[config.mk]
export PLATFORM = sky130hd
export DESIGN_NAME = banked_mode_switcher
export DESIGN_NICKNAME = d
export VERILOG_FILES = /design/src/rtl/bank_switch_pkg.sv /design/src/rtl/mode_ctrl.sv /design/src/rtl/bank_store.sv /design/src/rtl/hi_reg_store.sv /design/src/rtl/banked_mode_switcher.sv
export SDC_FILE = /design/constraint.sdc
export NUM_CORES = 2
export LEC_CHECK = 0
export ABC_AREA = 1
export BUFFER_PORTS_ARGS = -buffer_cell sky130_fd_sc_hd__buf_2
export CELL_PAD_IN_SITES_DETAIL_PLACEMENT = 1
export CELL_PAD_IN_SITES_GLOBAL_PLACEMENT = 2
export CORE_MARGIN = 2
export CORE_UTILIZATION = 39
export DETAILED_ROUTE_END_ITERATION = 8
export PLACE_DENSITY = 0.9
export SKIP_LAST_GASP = 1
export SLEW_MARGIN = 20
export SYNTH_ARGS = -nofsm -noshare
export SYNTH_HDL_FRONTEND = slang
export SYNTH_HIERARCHICAL = 1
export SYNTH_SLANG_ARGS = --single-unit
[constraint.sdc]
create_clock -name clk -period 6.6 [get_ports clk]
set_input_delay 0.66 -clock clk [delete_from_list [all_inputs] [get_ports clk]]
set_output_delay 0.66 -clock clk [all_outputs]
set_load 0.005 [all_outputs]
[src/rtl/bank_switch_pkg.sv]
package bank_switch_pkg;

    localparam int MODE_W     = 5;
    localparam int NUM_BANKS  = 6;
    localparam int BANK_IDX_W = $clog2(NUM_BANKS);

    typedef enum logic [MODE_W-1:0] {
        MODE_USR = 5'h10,
        MODE_FIQ = 5'h11,
        MODE_IRQ = 5'h12,
        MODE_SVC = 5'h13,
        MODE_ABT = 5'h17,
        MODE_UND = 5'h1B,
        MODE_SYS = 5'h1F
    } cpu_mode_e;

    typedef enum logic [1:0] {
        HI_KEEP      = 2'd0,
        HI_ENTER_FIQ = 2'd1,
        HI_LEAVE_FIQ = 2'd2
    } hi_action_e;

    typedef struct packed {
        logic                  do_switch;
        logic                  bad_mode;
        logic [BANK_IDX_W-1:0] old_bank;
        logic [BANK_IDX_W-1:0] new_bank;
        logic                  same_bank;
        hi_action_e            hi_act;
    } switch_plan_t;

    function automatic logic mode_is_valid(input logic [MODE_W-1:0] m);
        case (m)
            MODE_USR, MODE_FIQ, MODE_IRQ, MODE_SVC,
            MODE_ABT, MODE_UND, MODE_SYS: return 1'b1;
            default:                      return 1'b0;
        endcase
    endfunction

    // user and system share bank 0
    function automatic logic [BANK_IDX_W-1:0] bank_of(input logic [MODE_W-1:0] m);
        case (m)
            MODE_SVC: return BANK_IDX_W'(1);
            MODE_ABT: return BANK_IDX_W'(2);
            MODE_UND: return BANK_IDX_W'(3);
            MODE_IRQ: return BANK_IDX_W'(4);
            MODE_FIQ: return BANK_IDX_W'(5);
            default:  return BANK_IDX_W'(0);
        endcase
    endfunction

endpackage

[src/rtl/mode_ctrl.sv]
module mode_ctrl
    import bank_switch_pkg::*;
(
    input  logic              clk,
    input  logic              rst,
    input  logic              switch_req,
    input  logic [MODE_W-1:0] req_mode,
    output logic [MODE_W-1:0] cur_mode,
    output logic              mode_err,
    output switch_plan_t      plan
);

    logic req_valid;
    logic req_differs;

    always_comb begin
        req_valid   = mode_is_valid(req_mode);
        req_differs = (req_mode != cur_mode);

        plan           = '0;
        plan.hi_act    = HI_KEEP;
        plan.bad_mode  = switch_req && !req_valid;
        plan.do_switch = switch_req && req_valid && req_differs;
        plan.old_bank  = bank_of(cur_mode);
        plan.new_bank  = bank_of(req_mode);
        plan.same_bank = (plan.old_bank == plan.new_bank);
        if (plan.do_switch) begin
            if (cur_mode == MODE_FIQ)
                plan.hi_act = HI_LEAVE_FIQ;
            else if (req_mode == MODE_FIQ)
                plan.hi_act = HI_ENTER_FIQ;
        end
    end

    always_ff @(posedge clk) begin
        if (rst) begin
            cur_mode <= MODE_SVC;
            mode_err <= 1'b0;
        end else begin
            if (plan.do_switch)
                cur_mode <= req_mode;
            if (plan.bad_mode)
                mode_err <= 1'b1;
        end
    end

endmodule

[src/rtl/bank_store.sv]
module bank_store
    import bank_switch_pkg::*;
#(
    parameter int DATA_W = 32,
    parameter int BANKS  = NUM_BANKS
) (
    input  logic                  clk,
    input  logic                  rst,
    input  logic                  save_en,
    input  logic [BANK_IDX_W-1:0] save_idx,
    input  logic [DATA_W-1:0]     save_sp,
    input  logic [DATA_W-1:0]     save_lr,
    input  logic [DATA_W-1:0]     save_spsr,
    input  logic [BANK_IDX_W-1:0] rd_idx,
    output logic [DATA_W-1:0]     rd_sp,
    output logic [DATA_W-1:0]     rd_lr,
    output logic [DATA_W-1:0]     rd_spsr
);

    logic [DATA_W-1:0] sp_q   [BANKS];
    logic [DATA_W-1:0] lr_q   [BANKS];
    logic [DATA_W-1:0] spsr_q [BANKS];

    for (genvar b = 0; b < BANKS; b++) begin : g_bank
        always_ff @(posedge clk) begin
            if (rst) begin
                sp_q[b]   <= '0;
                lr_q[b]   <= '0;
                spsr_q[b] <= '0;
            end else if (save_en && (save_idx == BANK_IDX_W'(b))) begin
                sp_q[b]   <= save_sp;
                lr_q[b]   <= save_lr;
                spsr_q[b] <= save_spsr;
            end
        end
    end

    always_comb begin
        rd_sp   = '0;
        rd_lr   = '0;
        rd_spsr = '0;
        for (int b = 0; b < BANKS; b++) begin
            if (rd_idx == BANK_IDX_W'(b)) begin
                rd_sp   = sp_q[b];
                rd_lr   = lr_q[b];
                rd_spsr = spsr_q[b];
            end
        end
    end

endmodule

[src/rtl/hi_reg_store.sv]
module hi_reg_store
    import bank_switch_pkg::*;
#(
    parameter int DATA_W = 32,
    parameter int NUM_HI = 5
) (
    input  logic                     clk,
    input  logic                     rst,
    input  hi_action_e               act,
    input  logic [NUM_HI*DATA_W-1:0] live_in,
    output logic [NUM_HI*DATA_W-1:0] restore_out
);

    logic [NUM_HI*DATA_W-1:0] usr_set_q;
    logic [NUM_HI*DATA_W-1:0] fiq_set_q;

    for (genvar i = 0; i < NUM_HI; i++) begin : g_word
        localparam int LO = i * DATA_W;
        always_ff @(posedge clk) begin
            if (rst) begin
                usr_set_q[LO +: DATA_W] <= '0;
                fiq_set_q[LO +: DATA_W] <= '0;
            end else begin
                case (act)
                    HI_ENTER_FIQ: usr_set_q[LO +: DATA_W] <= live_in[LO +: DATA_W];
                    HI_LEAVE_FIQ: fiq_set_q[LO +: DATA_W] <= live_in[LO +: DATA_W];
                    default: ;
                endcase
            end
        end
    end

    assign restore_out = (act == HI_ENTER_FIQ) ? fiq_set_q : usr_set_q;

endmodule

[src/rtl/banked_mode_switcher.sv]
module banked_mode_switcher
    import bank_switch_pkg::*;
#(
    parameter int DATA_W = 32,
    parameter int NUM_HI = 5
) (
    input  logic                     clk,
    input  logic                     rst,
    input  logic                     switch_req,
    input  logic [4:0]               req_mode,
    input  logic                     wr_sp_en,
    input  logic [DATA_W-1:0]        wr_sp_data,
    input  logic                     wr_lr_en,
    input  logic [DATA_W-1:0]        wr_lr_data,
    input  logic                     wr_spsr_en,
    input  logic [DATA_W-1:0]        wr_spsr_data,
    input  logic                     wr_hi_en,
    input  logic [2:0]               wr_hi_sel,
    input  logic [DATA_W-1:0]        wr_hi_data,
    output logic [4:0]               cur_mode,
    output logic                     mode_err,
    output logic [DATA_W-1:0]        live_sp,
    output logic [DATA_W-1:0]        live_lr,
    output logic [DATA_W-1:0]        live_spsr,
    output logic [NUM_HI*DATA_W-1:0] live_hi
);

    localparam int HI_W = NUM_HI * DATA_W;

    switch_plan_t             plan;
    logic [DATA_W-1:0]        bank_sp;
    logic [DATA_W-1:0]        bank_lr;
    logic [DATA_W-1:0]        bank_spsr;
    logic [HI_W-1:0]          hi_restore;
    logic                     writes_ok;

    mode_ctrl u_ctrl (
        .clk        (clk),
        .rst        (rst),
        .switch_req (switch_req),
        .req_mode   (req_mode),
        .cur_mode   (cur_mode),
        .mode_err   (mode_err),
        .plan       (plan)
    );

    bank_store #(.DATA_W(DATA_W), .BANKS(NUM_BANKS)) u_banks (
        .clk       (clk),
        .rst       (rst),
        .save_en   (plan.do_switch),
        .save_idx  (plan.old_bank),
        .save_sp   (live_sp),
        .save_lr   (live_lr),
        .save_spsr (live_spsr),
        .rd_idx    (plan.new_bank),
        .rd_sp     (bank_sp),
        .rd_lr     (bank_lr),
        .rd_spsr   (bank_spsr)
    );

    hi_reg_store #(.DATA_W(DATA_W), .NUM_HI(NUM_HI)) u_hi (
        .clk         (clk),
        .rst         (rst),
        .act         (plan.hi_act),
        .live_in     (live_hi),
        .restore_out (hi_restore)
    );

    assign writes_ok = !switch_req;

    // stack pointer, link and saved status live copies
    always_ff @(posedge clk) begin
        if (rst) begin
            live_sp   <= '0;
            live_lr   <= '0;
            live_spsr <= '0;
        end else if (plan.do_switch) begin
            // a shared bank was just written with the live value: keep it
            if (!plan.same_bank) begin
                live_sp   <= bank_sp;
                live_lr   <= bank_lr;
                live_spsr <= bank_spsr;
            end
        end else if (writes_ok) begin
            if (wr_sp_en)   live_sp   <= wr_sp_data;
            if (wr_lr_en)   live_lr   <= wr_lr_data;
            if (wr_spsr_en) live_spsr <= wr_spsr_data;
        end
    end

    // r8..r12 live copies
    for (genvar i = 0; i < NUM_HI; i++) begin : g_live_hi
        localparam int LO = i * DATA_W;
        always_ff @(posedge clk) begin
            if (rst) begin
                live_hi[LO +: DATA_W] <= '0;
            end else if (plan.hi_act != HI_KEEP) begin
                live_hi[LO +: DATA_W] <= hi_restore[LO +: DATA_W];
            end else if (writes_ok && wr_hi_en && (wr_hi_sel == 3'(i))) begin
                live_hi[LO +: DATA_W] <= wr_hi_data;
            end
        end
    end

endmodule

==> summary.md <==
| Metric | Value |
|---|---|
| Rows | `135` |
| Post-cts resize count | `0` |
| Final setup margin | `2550 ps` |
| # setup viols final | `0` |
| Crit path required time | `7310 ps` |
| Starting Density | `0.392` |
| Total grt overflow | `0` |
| Largest net degree at the start of global routing | `210` |
| Area Growth Syn to Fin | `13.5%` |
| Post-synth ARST share | `0` |
| Register area share after synthesis | `0.547` |
| Clk_skew | `26.6 ps` |
| Setup Buffers After CTS | `0` |
| Minimum clock period | `4050 ps` |
| Final Hold Vio Count | `0` |
| Yosys top cell by area | `edfxtp_1` |
| Chip Height | `372 µm` |
| Register bit total from synthesis | `1,158` |
| Dominant cells by area after synthesis | `edfxtp_1 (33%), dfxtp_1 (22%), nand2_1 (11%)` |
| Max Root-Sink Buffers | `3` |
| Mapped cell area | `52,900 µm²` |
| All-Layer GR Usage | `0.274` |
| RD Place Congestion | `0.827` |
| Layout cell share with drive strength beyond 1 | `0.112` |
| Reg clk slew, reported paths | `60 ps` |
| IO Pins | `405` |
| Worst Hold Class | `input port to register` |
| Cells after Synth | `6,601` |
| Hold_ws | `188 ps` |
| Most frequent CP cell | `nand2_1` |
| Final setup TNS | `0 ps` |
| CTS Sinks | `1,158` |
| Crit path capture type | `register` |
| Hold-fix buffers, CTS | `0` |
| Final WL | `194,000 µm` |
| Final core occ | `0.445` |
| Syn_area_per_cell | `8.01 µm²` |
| # H-tree levels | `4` |
| Tcrit/Tclk final | `0.613` |
| Num CTS Buffers | `134` |
| Pwr dens | `281 nW/µm²` |
| Sequential Area | `28,900 µm²` |
| Outcome | `finished, final reports clean` |
| RSZ-0062 raised after global routing | `no` |
| Largest stage delay, worst path | `830 ps` |
| Post-route ant nets | `0` |
| DR vias/cell | `5.47` |
| Critical-path cell list | `inv_1, nand2_1, nand2_1, nor2_4, nand3_4, nand2_4, nor2_4, clkinv_8, nand2_8, buf_4, nand2_1, nand2_1, o21ai_0, nand2_1, a21oi_1, nor2_1` |
| VDD IR-drop max | `0.000209 V` |
| Post-DR wirelength/cell | `22.6 µm` |
| Vias in the first global route | `47,700` |
| Ys flop type | `dfxtp_1` |
| Top-count cell post-synth | `nand2_1` |
| Data arrival, critical path | `4760 ps` |
| DP HPWL | `111,000 µm` |
| Critical-path top delay cell | `nand2_8` |
| Worst skew pair latency | `780 ps` |
| Die W | `372 µm` |
| Total core area | `135,000 µm²` |
| Leak pwr | `25.4 nW` |
| Number of max-cap violations | `0` |
| Crit start category | `register` |
| Measured slew at the worst slew-check pin | `1080 ps` |
| Slew Limit Fails | `0` |
| Multi-input logic area | `20,300 µm²` |
| Global-route wire length before repair | `291,000 µm` |
| Critical path class | `register to register` |
| Dpl ws | `2090 ps` |
| Antenna violations before repair | `3` |
| Buffers on Ports | `404` |
| Relative max-transition margin | `0.279` |
| DR pass1 iterations | `5` |
| N_diodes | `0` |
| DIE AREA | `139,000 µm²` |
| Synthesized net count | `6,744` |
| Clock root cell | `clkbuf_16` |
| CP Max Fanout | `154` |
| Highest clock rate | `247 MHz` |
| Filler cells | `16,200` |
| DRC viols | `0` |
| Top cell type's share of synthesized area | `0.327` |
| Syn. warnings | `6` |
| Final nets | `6,845` |
| Initial drt markers | `3,491` |
| Via count | `47,000` |
| CTS tree | `yes` |
| Commonest cells in the netlist | `nand2_1 (1,530), nor2_1 (1,458), dfxtp_1 (582)` |
| Count of different cell masters after synthesis | `32` |
| Post-synth EDFFs | `576` |
-- kinds of logic after synthesis --
| group | share of synthesized area |
|---|---|
| buffers and inverters | 0.0728 |
| DFF | 0.547 |
| AOI/OAI and AO/OA | 0.0556 |
| and+or+nand+nor | 0.324 |
| xor gates and xnor gates | 0.000166 |
-- state kept, by name (all words and copies together) (netlist names) --
signal           cells
live_hi            160
u_banks/lr_q       192
live_lr             32
u_hi/usr_set_q     160
u_banks/spsr_q     192
u_ctrl/cur_mode      5
u_hi/fiq_set_q     160
u_banks/sp_q       192
live_spsr           32
live_sp             32
u_ctrl/mode_err      1
-- cells in the final DEF (no fill, tap or decap), drive strengths merged --
cell	instances
clkbuf	194
xnor2	1
clkinv	32
nor3	3
nand4	198
clkinvlp	4
nand3b	192
nand2	1563
nor2	1469
edfxtp	576
o21ai	257
dfxtp	582
inv	367
nand3	568
o21a	1
bufinv	9
o2111ai	2
a21oi	323
buf	469
-- path summary, 6_finish.rpt --
| check | cells after the start | to | slack (ps) | startpoint |
|---|---|---|---|---|
| worst max-delay path | 16 | live_hi[94] | 2550 | u_ctrl/cur_mode[2] |
| worst min-delay path | 5 | live_lr[24] | 190 | wr_lr_data[24] |
| worst max register to register | 16 | live_hi[94] | 2550 | u_ctrl/cur_mode[2] |
| worst min register to register | 2 | u_hi/usr_set_q[51] | 470 | u_hi/usr_set_q[51] |
-- per-stage QoR --
stage / area [µm²] / cells / power (mW)
global placement: 55600 / 8347 / 9.35
global route: 60100 / 8591 / 17.4
detailed placement: 55600 / 8347 / 9.39
floorplan: 52900 / 6601 / 8.78
finish: 60100 / 8591 / 16.9
CTS: 60100 / 8591 / 17.0
-- where the power goes --
part | total (mW) | internal (mW) | switching (mW)
sequential | 7.96 | 7.80 | 0.165
combinational | 1.28 | 0.335 | 0.944
clock | 7.62 | 4.45 | 3.18
total | 16.9 | 12.6 | 4.28
-- routing by layer --
metal	vias to the layer above	wire length, µm	GRT usage	share of wire
met4	0	6950	0.106	0.036
met3	345	12800	0.0529	0.066
met1	23500	82600	0.351	0.42
li1	21700	-	-	-
met2	1435	92000	0.457	0.47
met5	-	0	0	0
-- area by class of cell --
class                           count  area share
Clock buffer                      194      0.0642
Clock inverter                     50      0.0105
Inverter                          362      0.0234
Multi-Input combinational cell   4577       0.337
Sequential cell                  1158       0.482
Tap cell                         1781      0.0371
Timing Repair Buffer              469      0.0456
-- worst max-delay path, delay by kind of cell (launching register included) --
family          cells  cell delay (ps)
simple gates       11             2030
buf+inv             3             1140
flops               1              400
compound gates      2              140
Note: power is estimated with default switching activity, not from simulation.
